===== config.mk =====
export PLATFORM = sky130hd
export DESIGN_NAME = pwm3_dbuf
export DESIGN_NICKNAME = d
export VERILOG_FILES = /design/src/rtl/pwm3_pkg.sv /design/src/rtl/pwm3_regfile.sv /design/src/rtl/pwm3_sync.sv /design/src/rtl/pwm3_counter.sv /design/src/rtl/pwm3_channel.sv /design/src/rtl/pwm3_dbuf.sv
export SDC_FILE = /design/constraint.sdc
export NUM_CORES = 1
export LEC_CHECK = 0
export BUFFER_PORTS_ARGS = -buffer_cell sky130_fd_sc_hd__buf_4
export CORE_ASPECT_RATIO = 0.8
export CORE_UTILIZATION = 60
export DETAILED_ROUTE_END_ITERATION = 7
export HOLD_SLACK_MARGIN = 0.08
export PLACE_DENSITY = 0.89
export SLEW_MARGIN = 20
export SYNTH_ARGS = -nofsm -noshare
export SYNTH_HDL_FRONTEND = slang
export SYNTH_HIERARCHICAL = 1
export SYNTH_SLANG_ARGS = --single-unit

===== constraint.sdc =====
create_clock -name clk -period 3.14 [get_ports clk]
set_clock_uncertainty 0.2 [all_clocks]
set_input_delay 0.157 -clock clk [delete_from_list [all_inputs] [get_ports clk]]
set_output_delay 0.157 -clock clk [all_outputs]
set_load 0.005 [all_outputs]

===== src/rtl/pwm3_pkg.sv =====
package pwm3_pkg;
  localparam int ARG_W = 16;

  // channel active while the count has not passed the duty value
  function automatic logic in_duty(input logic [ARG_W-1:0] cnt, input logic [ARG_W-1:0] duty);
    return cnt <= duty;
  endfunction

  // end of period reached (also covers a period lowered below the count)
  function automatic logic at_end(input logic [ARG_W-1:0] cnt, input logic [ARG_W-1:0] per);
    return cnt >= per;
  endfunction
endpackage


===== src/rtl/pwm3_regfile.sv =====
module pwm3_regfile #(
  parameter int CNT_W  = 10,
  parameter int LO_W   = 8,
  parameter int NCH    = 3,
  parameter int ADDR_W = 4
) (
  input  logic                       clk,
  input  logic                       rst_n,
  input  logic                       wr_en,
  input  logic [ADDR_W-1:0]          wr_addr,
  input  logic [LO_W-1:0]            wr_data,
  input  logic                       sync_done,
  output logic [CNT_W-1:0]           per_buf,
  output logic [NCH-1:0][CNT_W-1:0]  dty_buf,
  output logic                       en,
  output logic [NCH-1:0]             pol,
  output logic                       upd
);
  localparam int HI_W      = CNT_W - LO_W;
  localparam int CTRL_ADDR = 2 + 2 * NCH;

  logic ctrl_wr;
  logic ctrl_upd_wr;
  assign ctrl_wr     = wr_en && (wr_addr == ADDR_W'(CTRL_ADDR));
  assign ctrl_upd_wr = ctrl_wr && wr_data[1];

  always_ff @(posedge clk) begin
    if (!rst_n) begin
      per_buf <= '0;
      dty_buf <= '0;
      en      <= 1'b0;
      pol     <= '0;
      upd     <= 1'b0;
    end else begin
      if (wr_en && wr_addr == ADDR_W'(0)) per_buf[LO_W-1:0]     <= wr_data;
      if (wr_en && wr_addr == ADDR_W'(1)) per_buf[CNT_W-1:LO_W] <= wr_data[HI_W-1:0];
      for (int k = 0; k < NCH; k++) begin
        if (wr_en && wr_addr == ADDR_W'(2 + 2 * k)) dty_buf[k][LO_W-1:0]     <= wr_data;
        if (wr_en && wr_addr == ADDR_W'(3 + 2 * k)) dty_buf[k][CNT_W-1:LO_W] <= wr_data[HI_W-1:0];
      end
      if (ctrl_wr) begin
        en  <= wr_data[0];
        pol <= wr_data[2 +: NCH];
      end
      // a new request wins over the completion clearing it
      if (ctrl_upd_wr)    upd <= 1'b1;
      else if (sync_done) upd <= 1'b0;
    end
  end

  // update bit self-clears once the transfer lands
  p_upd_clear_r6: assert property (@(posedge clk) disable iff (!rst_n)
    sync_done && !ctrl_upd_wr |=> !upd);
endmodule


===== src/rtl/pwm3_sync.sv =====
module pwm3_sync #(
  parameter int SYNC_STAGES = 3
) (
  input  logic clk,
  input  logic rst_n,
  input  logic tick,
  input  logic req,
  output logic done
);
  localparam int SW = SYNC_STAGES - 1;

  logic [SW-1:0] stg;
  logic          start;

  assign start = req && (stg == '0);
  assign done  = tick && stg[SW-1];

  always_ff @(posedge clk) begin
    if (!rst_n) begin
      stg <= '0;
    end else if (tick) begin
      stg[0] <= start;
      for (int i = 1; i < SW; i++) stg[i] <= stg[i-1];
    end
  end

  // a transfer only completes for a pending request
  p_done_req_r5: assert property (@(posedge clk) disable iff (!rst_n)
    done |-> req);
endmodule


===== src/rtl/pwm3_counter.sv =====
module pwm3_counter #(
  parameter int CNT_W = 10
) (
  input  logic             clk,
  input  logic             rst_n,
  input  logic             tick,
  input  logic             en,
  input  logic [CNT_W-1:0] per_act,
  output logic [CNT_W-1:0] cnt,
  output logic             wrap
);
  import pwm3_pkg::*;

  assign wrap = tick && en && at_end(ARG_W'(cnt), ARG_W'(per_act));

  always_ff @(posedge clk) begin
    if (!rst_n)     cnt <= '0;
    else if (!en)   cnt <= '0;
    else if (wrap)  cnt <= '0;
    else if (tick)  cnt <= cnt + 1'b1;
  end

  // the count restarts after a wrap
  p_wrap_zero_r1: assert property (@(posedge clk) disable iff (!rst_n)
    wrap |=> cnt == '0);
  // disabled counter sits at zero
  p_hold_zero_r10: assert property (@(posedge clk) disable iff (!rst_n)
    !en |=> cnt == '0);
  // no tick, no movement
  p_no_tick_r11: assert property (@(posedge clk) disable iff (!rst_n)
    en && !tick |=> $stable(cnt));
endmodule


===== src/rtl/pwm3_channel.sv =====
module pwm3_channel #(
  parameter int CNT_W = 10
) (
  input  logic             en,
  input  logic             pol,
  input  logic [CNT_W-1:0] cnt,
  input  logic [CNT_W-1:0] duty,
  output logic             out
);
  import pwm3_pkg::*;

  logic active;
  assign active = en && in_duty(ARG_W'(cnt), ARG_W'(duty));
  assign out    = active ? pol : ~pol;
endmodule


===== src/rtl/pwm3_dbuf.sv =====
module pwm3_dbuf #(
  parameter int CNT_W       = 10,
  parameter int LO_W        = 8,
  parameter int NCH         = 3,
  parameter int ADDR_W      = 4,
  parameter int SYNC_STAGES = 3
) (
  input  logic              clk,
  input  logic              rst_n,
  input  logic              tick,
  input  logic              wr_en,
  input  logic [ADDR_W-1:0] wr_addr,
  input  logic [LO_W-1:0]   wr_data,
  output logic [NCH-1:0]    pwm_out
);
  logic [CNT_W-1:0]          per_buf, per_act;
  logic [NCH-1:0][CNT_W-1:0] dty_buf, dty_act;
  logic                      en, upd, sync_done, wrap;
  logic [NCH-1:0]            pol;
  logic [CNT_W-1:0]          cnt;
  logic                      load_evt;

  pwm3_regfile #(.CNT_W(CNT_W), .LO_W(LO_W), .NCH(NCH), .ADDR_W(ADDR_W)) u_regs (
    .clk(clk), .rst_n(rst_n), .wr_en(wr_en), .wr_addr(wr_addr), .wr_data(wr_data),
    .sync_done(sync_done), .per_buf(per_buf), .dty_buf(dty_buf),
    .en(en), .pol(pol), .upd(upd)
  );

  pwm3_sync #(.SYNC_STAGES(SYNC_STAGES)) u_sync (
    .clk(clk), .rst_n(rst_n), .tick(tick), .req(upd), .done(sync_done)
  );

  pwm3_counter #(.CNT_W(CNT_W)) u_cnt (
    .clk(clk), .rst_n(rst_n), .tick(tick), .en(en), .per_act(per_act),
    .cnt(cnt), .wrap(wrap)
  );

  // live registers take the buffers at the wrap or on an immediate transfer
  assign load_evt = wrap || sync_done;

  always_ff @(posedge clk) begin
    if (!rst_n) begin
      per_act <= '0;
      dty_act <= '0;
    end else if (load_evt) begin
      per_act <= per_buf;
      dty_act <= dty_buf;
    end
  end

  for (genvar k = 0; k < NCH; k++) begin : g_ch
    pwm3_channel #(.CNT_W(CNT_W)) u_ch (
      .en(en), .pol(pol[k]), .cnt(cnt), .duty(dty_act[k]), .out(pwm_out[k])
    );
  end

  // live period never moves without a load event
  p_act_stable_r4: assert property (@(posedge clk) disable iff (!rst_n)
    !load_evt |=> $stable(per_act));
endmodule


==> results_dict.tcl <==
set metrics [dict create \
    hold_class "primary input to flip-flop" \
    worstReg2RegEnd "dty_act[27]" \
    rr_worst_depth 8 \
    utilization 0.697 \
    ys_async_sr_fraction 0 \
    ant_nets 0 \
    holdPathStages 4 \
    io_buffers 18 \
    row_count 29 \
    setup-tns-final_ps 0 \
    hold_viol 0 \
    slew_headroom 0.498 \
    syn_area_mm2 0.00511 \
    grt_max_degree 76 \
    clock_latency_ps 370 \
    cts_sinks 97 \
    yosys.area.top_type "dfxtp_1" \
    grt_pass1_vias 4054 \
    dp_hpwl_mm 8.58 \
    worstPathArrival_ps 3080 \
    post-synth-top-count-cell "nand2_1" \
    start_util 0.632 \
    power_density_mw_per_mm2 406 \
    r2r_setup_slack_ps 170 \
    irDropWorstVdd_v 0.000449 \
    n_antenna_cell 0 \
    gp_congestion 0.881 \
    crit_path_start_kind "flip-flop" \
    grtUsageTotal 0.292 \
    synth_cell_types 50 \
    cts.htree.levels 3 \
    via_count 4294 \
    worst_slew_pin_slew_ps 754 \
    final_nets 650 \
    leakage_nw 2.23 \
    cts-buffers-inserted 9 \
    critPathBufInv 1 \
    globalRouteOverflowTotal 0 \
    path_cells "inv_1 > ha_1 > nand2b_1 > a21oi_1 > o221ai_1 > and3_2 > or2_2 > o21ai_1" \
    outcome "completed" \
    slew_violations 0 \
    syn_inst 575 \
    syn_nets 632 \
    drive_gt1_frac 0.102 \
    post_cts_buffers 0 \
    drt_iter0_drc 338 \
    ios 19 \
    viasPerCell 6.08 \
    finalPower_mw 2.29 \
    clockBufferDepth 2 \
    synth_area_leaders "dfxtp_1 (38%), ha_1 (10%), mux2i_1 (8.8%)" \
    ys_ff_latch 97 \
    period_needed_ps 2970 \
    period_share 0.946 \
    grt_pass1_wl_mm 20.1 \
    grt_antenna_before_repair 0 \
    cts-root-buf "clkbuf_8" \
    area_delta_synth_final_pct 10.3 \
    crit_slowest_cell "or2_2" \
    reg2reg_from "u_cnt/cnt[0]" \
    cp_max_fo 20 \
    dieArea_mm2 0.00890 \
    endpoint_kind "flip-flop" \
    min_to "u_regs/per_buf[2]" \
    wire_per_inst_um 17.7 \
    wirelength_mm 12.5 \
    cap_violations 0 \
    finalSetupViolCount 0 \
    synth_flop_cell "dfxtp_1" \
    die_y_um 84.6 \
    drc 0 \
    critPathKind "flip-flop to flip-flop" \
    syn_area_per_cell_um2 8.89 \
    rsz0062_at_grt "no" \
    cp_top_family "simple AND/OR/NAND/NOR gates" \
    synth_common_cells "nand2_1 (110), dfxtp_1 (97), inv_1 (47), o211ai_1 (47), mux2i_1 (45)" \
    fmax_mhz 337 \
    min_from "wr_addr[3]" \
    ys_seq_area_frac 0.380 \
    synth_edf_count 0 \
    synth_warnings 6 \
    critical_path.max_stage_delay_ps 490 \
    required_ps 3250 \
    clkTransAtPathRegs_ps 100 \
    die_w_um 105 \
    first_pass_iters 7 \
    synth_top_area_frac 0.380 \
    cts_tree "done" \
    core_mm2 0.00809 \
]
## worst reg2reg max path, cell delays in order, from the launching register on
cell and delay (ps):
dfxtp_1 470, inv_1 110, ha_1 280, nand2b_1 150
a21oi_1 430, o221ai_1 240, and3_2 350, or2_2 490
o21ai_1 200
## report_power, final
part	internal [mW]	switching [mW]
sequential	1.24	0.00683
clock	0.465	0.475
combinational	0.0415	0.0643
## timing repair
action | CTS | global route
resized for setup | 0 | 1
endpoints found under the setup margin | 0 | 5
hold buffers | 12 | 0
endpoints found under the hold margin | 48 | 0
## through the flow
stage	cell area (um^2)	hold WS, ps	cells	setup WS [ps]
after floorplan	5110	74.5	575	756
after global placement	5280	237	677	409
after detailed placement	5280	243	677	296
after CTS	5630	87.1	705	197
after global routing	5640	97.4	706	70.3
final	5640	105	706	170
## state kept, by name (all words and copies together), names as in the netlist
signal	cells
dty_act	30
u_regs/dty_buf	30
per_act	10
u_cnt/cnt	10
u_regs/per_buf	10
u_regs/pol	3
u_sync/stg	2
u_regs/en	1
u_regs/upd	1
## metal layers
metal	share of wire	wire, um	GRT usage
met5	0	0	0
met4	0.016	199	0.0909
met3	0.066	826	0.0691
met2	0.45	5640	0.457
met1	0.47	5800	0.398
## how the worst max path moves through the flow
stage,from,end,slack [ps],cells past startpoint
3_3_place_gp,u_cnt/cnt[7],dty_act[12],410,7
6_report,u_cnt/cnt[0],dty_act[27],170,8
3_5_place_dp,u_cnt/cnt[7],dty_act[24],300,7
4_1_cts,u_cnt/cnt[7],dty_act[22],200,7
2_1_floorplan,u_cnt/cnt[3],dty_act[29],760,8
5_1_grt,u_cnt/cnt[0],per_act[5],70,9
## final cells by class
type | count | area, um^2
multi-input combinational | 401 | 2830
inverter | 47 | 176
tap | 108 | 135
clock inverter | 7 | 109
timing repair buffer | 37 | 320
sequential | 97 | 1940
fill | 596 | 2450
clock buffer | 9 | 124
## cells by family after synthesis
| family | after synthesis | share of synthesized area |
|---|---|---|
| multiplexers | 45 | 0.0881 |
| adder cells (fa/ha/maj) | 41 | 0.100 |
| XOR/XNOR | 7 | 0.0120 |
| buffers and inverters | 78 | 0.0678 |
| AO/OA/AOI/OAI | 137 | 0.189 |
| flip-flops | 97 | 0.380 |
| AND/OR/NAND/NOR | 170 | 0.163 |
## placed cells by master (no fill, tap or decap), types with 2 or more instances in the layout
cell type,Yosys,layout
nand4b_1,2,2
a211o_1,3,3
o211ai_2,3,3
dfxtp_1,97,97
or4_1,3,3
o21a_1,2,2
o211ai_1,47,47
nor2b_1,2,2
o21ai_2,2,2
nand2_1,110,110
and4_1,3,3
o21ai_1,40,40
a211oi_1,10,10
nand3b_1,4,4
nand4_1,10,10
inv_8,0,3
mux2i_1,45,45
nor2_1,3,3
dlygate4sd3_1,0,12
a21oi_2,3,3
o2111a_1,3,3
nand2b_1,7,7
inv_1,47,47
o2111ai_1,5,5
nand3_1,4,4
xor2_1,5,5
clkbuf_8,0,9
o21ai_0,7,7
nor3_1,3,3
clkinvlp_4,0,2
xnor2_1,2,2
a21oi_1,7,7
nor3b_1,2,2
and4_2,3,3
nor4_1,3,3
buf_4,1,24
bufinv_16,0,2
ha_1,41,41
and3_1,3,2
Power figures use the tool's default switching activity.
